**config.mk**
```make
export PLATFORM = sky130hd
export DESIGN_NAME = vrf_regfile
export DESIGN_NICKNAME = d
export VERILOG_FILES = /design/src/rtl/vrf_pkg.sv /design/src/rtl/vrf_regs.sv /design/src/rtl/vrf_ctrl.sv /design/src/rtl/vrf_regfile.sv
export SDC_FILE = /design/constraint.sdc
export NUM_CORES = 1
export LEC_CHECK = 0
export BUFFER_PORTS_ARGS = -buffer_cell sky130_fd_sc_hd__buf_2
export CORE_MARGIN = 2
export CORE_UTILIZATION = 50
export CTS_CLUSTER_DIAMETER = 200
export DETAILED_ROUTE_END_ITERATION = 6
export PLACE_DENSITY = 0.67
export SKIP_LAST_GASP = 1
export SYNTH_ARGS = -nofsm -noshare
export SYNTH_HDL_FRONTEND = slang
export SYNTH_SLANG_ARGS = --single-unit
```
**constraint.sdc**
```tcl
create_clock -name clk -period 2.7 [get_ports clk]
set_clock_uncertainty 0.15 [all_clocks]
set_input_delay 0.135 -clock clk [delete_from_list [all_inputs] [get_ports clk]]
set_output_delay 0.135 -clock clk [all_outputs]
set_load 0.005 [all_outputs]
```
**src/rtl/vrf_pkg.sv**
```systemverilog
`timescale 1ns/1ps
// Package vrf_pkg: shared controller state type for the framed register file.
// Assumes a 3-bit encoding. The numbering 0..6 is part of the contract.
package vrf_pkg;

    typedef enum logic [2:0] {
        ST_IDLE = 3'd0,
        ST_HDR  = 3'd1,
        ST_ADDR = 3'd2,
        ST_WR   = 3'd3,
        ST_HEAD = 3'd4,
        ST_BODY = 3'd5,
        ST_TAIL = 3'd6
    } vrf_state_e;

endpackage

```
**src/rtl/vrf_regs.sv**
```systemverilog
`timescale 1ns/1ps
// Module vrf_regs: register array with one write port and one combinational
// read port. Assumes a single writer. A synchronous active-low reset clears
// every entry.
module vrf_regs #(
    parameter int DATA_W = 8,
    parameter int ADDR_W = 4
) (
    input  logic              clk,
    input  logic              rst_n,
    input  logic              wr_en,
    input  logic [ADDR_W-1:0] wr_addr,
    input  logic [DATA_W-1:0] wr_data,
    input  logic [ADDR_W-1:0] rd_addr,
    output logic [DATA_W-1:0] rd_data
);
    localparam int DEPTH = 1 << ADDR_W;

    logic [DATA_W-1:0] mem [DEPTH];

    // Storage update: clear all entries on reset, otherwise write one entry.
    always_ff @(posedge clk) begin
        if (!rst_n) begin
            for (int i = 0; i < DEPTH; i++) mem[i] <= '0;
        end else if (wr_en) begin
            mem[wr_addr] <= wr_data;
        end
    end

    // Read port: combinational lookup.
    assign rd_data = mem[rd_addr];

    AST_WRITE_LANDS: assert property (@(posedge clk) disable iff (!rst_n)
        wr_en |=> mem[$past(wr_addr)] == $past(wr_data));

endmodule

```
**src/rtl/vrf_ctrl.sv**
```systemverilog
`timescale 1ns/1ps
// Module vrf_ctrl: decodes request headers and captures the address and data
// beats. It then drives the framed response. It expects the upstream to hold a
// beat stable while valid is high and accept is low. It handles one request
// at a time.
module vrf_ctrl
    import vrf_pkg::*;
#(
    parameter int          DATA_W = 8,
    parameter int          ADDR_W = 4,
    parameter int          OP_W   = 4,
    parameter logic [3:0]  RD_OP  = 4'h1,
    parameter logic [3:0]  WR_OP  = 4'h2
) (
    input  logic              clk,
    input  logic              rst_n,
    input  logic              in_valid,
    output logic              in_accept,
    input  logic [DATA_W-1:0] in_data,
    input  logic              in_first,
    input  logic              in_last,
    output logic              out_valid,
    input  logic              out_accept,
    output logic [DATA_W-1:0] out_data,
    output logic              out_first,
    output logic              out_last,
    output logic              wr_en,
    output logic [ADDR_W-1:0] wr_addr,
    output logic [DATA_W-1:0] wr_data,
    output logic [ADDR_W-1:0] rd_addr,
    input  logic [DATA_W-1:0] rd_data
);
    localparam int PAD_W = DATA_W - OP_W;

    vrf_state_e        state_q, state_d;
    logic [OP_W-1:0]   op_q;
    logic [ADDR_W-1:0] addr_q;
    logic              addr_seen_q;
    logic              in_fire, out_fire, hdr_rd, hdr_wr, is_read;

    // Header classification from markers and opcode nibble.
    assign hdr_rd   = in_first &&  in_last && (in_data[OP_W-1:0] == OP_W'(RD_OP));
    assign hdr_wr   = in_first && !in_last && (in_data[OP_W-1:0] == OP_W'(WR_OP));
    assign is_read  = (op_q == OP_W'(RD_OP));
    assign in_fire  = in_valid && in_accept;
    assign out_fire = out_valid && out_accept;

    // Input accept: header wait, write capture, and read address wait.
    always_comb begin
        unique case (state_q)
            ST_HDR, ST_WR: in_accept = 1'b1;
            ST_ADDR:       in_accept = is_read;
            default:       in_accept = 1'b0;
        endcase
    end

    // Next-state selection.
    always_comb begin
        state_d = state_q;
        unique case (state_q)
            ST_IDLE: state_d = ST_HDR;
            ST_HDR: begin
                if (in_fire && hdr_rd)      state_d = ST_ADDR;
                else if (in_fire && hdr_wr) state_d = ST_WR;
            end
            ST_WR:   if (in_fire && addr_seen_q) state_d = ST_ADDR;
            ST_ADDR: if (!is_read || in_fire)    state_d = ST_HEAD;
            ST_HEAD: if (out_fire) state_d = is_read ? ST_BODY : ST_TAIL;
            ST_BODY: if (out_fire) state_d = ST_TAIL;
            ST_TAIL: if (out_fire) state_d = ST_IDLE;
            default: state_d = ST_IDLE;
        endcase
    end

    // State, opcode and address registers.
    always_ff @(posedge clk) begin
        if (!rst_n) begin
            state_q     <= ST_IDLE;
            op_q        <= '0;
            addr_q      <= '0;
            addr_seen_q <= 1'b0;
        end else begin
            state_q <= state_d;
            if (state_q == ST_HDR && in_fire && (hdr_rd || hdr_wr))
                op_q <= in_data[OP_W-1:0];
            if ((state_q == ST_WR && in_fire && !addr_seen_q) ||
                (state_q == ST_ADDR && in_fire))
                addr_q <= in_data[ADDR_W-1:0];
            if (state_q == ST_WR && in_fire)
                addr_seen_q <= !addr_seen_q;
        end
    end

    // Register write strobe on the data beat of a write.
    assign wr_en   = (state_q == ST_WR) && in_fire && addr_seen_q;
    assign wr_addr = addr_q;
    assign wr_data = in_data;
    assign rd_addr = addr_q;

    // Response beat generation.
    always_comb begin
        out_valid = 1'b0;
        out_first = 1'b0;
        out_last  = 1'b0;
        out_data  = '0;
        unique case (state_q)
            ST_HEAD: begin
                out_valid = 1'b1;
                out_first = 1'b1;
                out_data  = {{PAD_W{1'b0}}, op_q};
            end
            ST_BODY: begin
                out_valid = 1'b1;
                out_data  = rd_data;
            end
            ST_TAIL: begin
                out_valid = 1'b1;
                out_last  = 1'b1;
            end
            default: ;
        endcase
    end

    AST_STATE_RANGE: assert property (@(posedge clk) disable iff (!rst_n)
        state_q <= ST_TAIL);
    AST_PORTS_EXCL: assert property (@(posedge clk) disable iff (!rst_n)
        out_valid |-> !in_accept);
    AST_RD_HDR: assert property (@(posedge clk) disable iff (!rst_n)
        state_q == ST_HDR && in_valid && hdr_rd |=> state_q == ST_ADDR);
    AST_WR_HDR: assert property (@(posedge clk) disable iff (!rst_n)
        state_q == ST_HDR && in_valid && hdr_wr |=> state_q == ST_WR);
    AST_OP_LEGAL: assert property (@(posedge clk) disable iff (!rst_n)
        state_q > ST_HDR |-> (op_q == OP_W'(RD_OP) || op_q == OP_W'(WR_OP)));
    AST_HOLD_BEAT: assert property (@(posedge clk) disable iff (!rst_n)
        out_valid && !out_accept |=> $stable(out_data) && $stable(out_first) && $stable(out_last));
    AST_NO_BOTH: assert property (@(posedge clk) disable iff (!rst_n)
        out_valid |-> !(out_first && out_last));
    AST_FIRST_DROP: assert property (@(posedge clk) disable iff (!rst_n)
        out_first && out_accept |=> !out_first);
    AST_IDLE_EXIT: assert property (@(posedge clk) disable iff (!rst_n)
        state_q == ST_IDLE |=> state_q == ST_HDR);

endmodule

```
**src/rtl/vrf_regfile.sv**
```systemverilog
`timescale 1ns/1ps
// Module vrf_regfile: top of the framed register file. It joins the request
// controller and the register array. Both streams follow valid/accept rules.
// Reset is synchronous and active low.
module vrf_regfile #(
    parameter int          DATA_W = 8,
    parameter int          ADDR_W = 4,
    parameter int          OP_W   = 4,
    parameter logic [3:0]  RD_OP  = 4'h1,
    parameter logic [3:0]  WR_OP  = 4'h2
) (
    input  logic              clk,
    input  logic              rst_n,
    input  logic              in_valid,
    output logic              in_accept,
    input  logic [DATA_W-1:0] in_data,
    input  logic              in_first,
    input  logic              in_last,
    output logic              out_valid,
    input  logic              out_accept,
    output logic [DATA_W-1:0] out_data,
    output logic              out_first,
    output logic              out_last
);
    logic              wr_en;
    logic [ADDR_W-1:0] wr_addr, rd_addr;
    logic [DATA_W-1:0] wr_data, rd_data;

    vrf_ctrl #(
        .DATA_W(DATA_W), .ADDR_W(ADDR_W), .OP_W(OP_W),
        .RD_OP(RD_OP), .WR_OP(WR_OP)
    ) u_ctrl (
        .clk(clk), .rst_n(rst_n),
        .in_valid(in_valid), .in_accept(in_accept), .in_data(in_data),
        .in_first(in_first), .in_last(in_last),
        .out_valid(out_valid), .out_accept(out_accept), .out_data(out_data),
        .out_first(out_first), .out_last(out_last),
        .wr_en(wr_en), .wr_addr(wr_addr), .wr_data(wr_data),
        .rd_addr(rd_addr), .rd_data(rd_data)
    );

    vrf_regs #(
        .DATA_W(DATA_W), .ADDR_W(ADDR_W)
    ) u_regs (
        .clk(clk), .rst_n(rst_n),
        .wr_en(wr_en), .wr_addr(wr_addr), .wr_data(wr_data),
        .rd_addr(rd_addr), .rd_data(rd_data)
    );

endmodule

```
==> run metrics <==
GRT Resource Usage Total 23.6%; required time reported for the critical path endpoint 2.41 ns; Initial Util between 50% and 60%; via count between 4000 and 5000; TritonCTS clock tree built; Max Freq 393 MHz; I/O pin total 26; setup slack at placement 0.462 ns; measured slew at the worst slew-check pin 0.657 ns; Min-Delay Startpoint in_data[1]; share of flip-flops with an asynchronous set or reset after synthesis 0%; nets in the synthesized netlist 499; cell area after technology mapping 6850 µm²; Num Clock Sinks between 100 and 150; type of the worst setup path reg -> out; area added between synthesis and finish 14.3%; Die Span Y 121 µm; final-report setup violation count 0; Worst Reg2Reg Path Length in Cells 4; routed wire length 15600 µm; Max IR drop VDD around 0.42 mV; largest net degree at the start of global routing 26; gate count after technology mapping 485; H-tree depth reported by CTS 4; part of the cycle the worst path needs 94.2%; area of the multi-input gates between 2000 and 3000 µm²; maximum buffer depth of the clock tree 2; max_cap viols 0; global route overflow 0; PD cells 643 nW/µm²; sequential cell area fraction in the yosys report 60.8%; CP Max Fanout 25; final HPWL from detailed placement 10600 µm; top cells by area, synth edfxtp_1 (56%), and2_1 (12%), mux4_2 (8.5%); initial drt markers 410; overall die area 14700 µm²; Clock Latency Late Sink approximately 0.42 ns; area fraction of the dominant cell type after synthesis a little under three fifths; critical register-to-register path endpoint u_regs.mem[0][0]$_SDFFCE_PN0P_; global-route wire length before repair 24600 µm; Root Buffer clkbuf_16; number of enable-type register cells in the synthesized netlist 128; placer's final routability congestion estimate 0.830; Site Rows 42; number of distinct library cell variants in the gate-level netlist after synthesis 48; Slew Limit Headroom between 50 and 60%; CP Data Arrival Time roughly 2.3 ns; Post-route DRC 0; final routed wire length divided by cell count 22.0 µm; final core occ 58.9%; Port Buffer Count 25; crit path launch type flop; count leader, synth and2_1; total number of nets in the final design between 500 and 600; layout filler cell count 1048; drt pass-1 iters 5; Reg-to-Reg Start u_ctrl.state_q[2]$_SDFFE_PN0P_; clock-pin slew reported for the worst setup and hold paths after clock tree synthesis 0.06 ns; Chip Width 121 µm; setup TNS 0 ns; Hold Path Class in -> reg; type of element capturing the critical path primary output; setup repair after global routing missed its margin no; per-cell via count in the routed design ~5.7; cell type with the largest total area after synthesis edfxtp_1; status complete, no violations; leakage power total 2.89 nW; antenna violations before repair 0; reg-to-reg setup timing slack 0.44 ns; count of state elements after synthesis 144; count of final max-slew check failures 0; via count of the first global-routing pass between 4000 and 5000; Inserted Clock Buffers 17; number of hold violations in the final report 0; ANT cells 0; core box area 13300 µm²; Avg Inst Size Synth 14.1 µm²; share of final-layout standard cells stronger than drive strength 1 23.4%; clock period minus worst slack 2.54 ns; number of warning messages in the yosys log 0; cell depth of the worst hold path 3; most frequent cells after synthesis and2_1 (131), edfxtp_1 (128), mux4_2 (26); predominant post-synthesis flop cell edfxtp_1; area occupied by registers 4170 µm²; Antenna Violating Nets Remaining 0; Setup WS post-layout 0.157 ns
[sequential cells by signal (all words and copies together), names as in the netlist, named ones only]
name	flops
u_ctrl.op_q	4
u_regs.mem	128
u_ctrl.addr_seen_q	1
u_ctrl.rd_addr	4
u_ctrl.state_q	3
[layout by cell type, fill, tap and decap left out, types with 5 or more instances in the layout]
cell,Yosys,layout
and2_1,131,131
edfxtp_1,128,128
mux4_2,26,26
buf_2,7,25
mux2i_1,24,24
o21ai_0,21,21
buf_4,5,19
clkbuf_16,0,17
dfxtp_1,16,13
nand2_1,11,11
nor2_1,10,10
a21oi_1,9,9
nand2b_1,9,9
nor2_2,7,7
clkinv_2,0,6
a221oi_1,5,5
o211ai_1,5,5
nand3_1,5,5
[kinds of logic after synthesis]
kind of cell,after synthesis,synth area share [%]
flip-flops,144,60.8
buffers and inverters,32,2.15
AND/OR/NAND/NOR,204,19.9
XOR/XNOR,2,0.256
multiplexers,52,12.4
AO/OA/AOI/OAI,51,4.60
[power by group]
group	internal (mW)	total (mW)	switching [mW]	leakage, nW
combinational	0.0765	0.224	0.147	1.16
sequential	2.49	2.52	0.0265	1.45
clock	1.43	2.30	0.869	0.286
total	4.00	5.04	1.04	2.89
[how the worst max path moves through the flow]
stage | end | start | slack (ns) | cells past startpoint
5_1_grt | out_data[7] | flop | 0.006 | 6
2_1_floorplan | u_regs.mem[7][0]$_SDFFCE_PN0P_ | u_ctrl.state_q[2]$_SDFFE_PN0P_ | 0.50 | 5
3_3_place_gp | u_regs.mem[1][7]$_SDFFCE_PN0P_ | u_ctrl.state_q[2]$_SDFFE_PN0P_ | 0.53 | 4
4_1_cts | out_data[2] | flop | 0.1 | 5
3_5_place_dp | u_regs.mem[0][5]$_SDFFCE_PN0P_ | u_ctrl.state_q[2]$_SDFFE_PN0P_ | 0.46 | 4
6_report | out_data[2] | flop | 0.16 | 6
[metrics by stage]
| stage | area, µm² | power, mW | std cells | hold WS [ns] |
|---|---|---|---|---|
| CTS | 7830 | 5.07 | 710 | 0.00826 |
| global placement | 7240 | 2.78 | 677 | 0.358 |
| detailed placement | 7240 | 2.78 | 677 | 0.363 |
| global route | 7840 | 5.19 | 711 | 0.0324 |
| floorplan | 6850 | 2.68 | 485 | 0.147 |
| finish | 7840 | 5.04 | 711 | 0.0195 |
[repair_timing]
item | CTS | global route
endpoints found under the setup margin | 0 | 2
buffers inserted | 0 | 1
hold buffers | 1 | 0
resized for setup | 0 | 1
hold endpoints to repair | 2 | 0
[critical path, cell delays in order, from the launching register on]
cell and delay, ns:
dfxtp_2 0.59, buf_12 0.25, mux2i_1 0.10, a221oi_1 0.43, o21ai_0 0.16, o211ai_1 0.13
buf_2 0.15
[cell type report]
cell class,count,area share (%)
clock buffer,18,5.48
clock inverter,14,1.88
inverter,3,0.144
multi-input combinational,309,32.4
sequential,144,53.2
tap,176,2.81
timing repair buffer,47,4.06
[metal layers]
layer | track usage [%] | up-vias | wire length [µm]
met3 | 5.55 | 22 | 1030
met4 | 9.74 | 0 | 326
li1 | - | 1878 | -
met5 | 0 | - | 0
met1 | 32.4 | 2011 | 6790
met2 | 36.2 | 145 | 7490
Power figures use the tool's default switching activity.
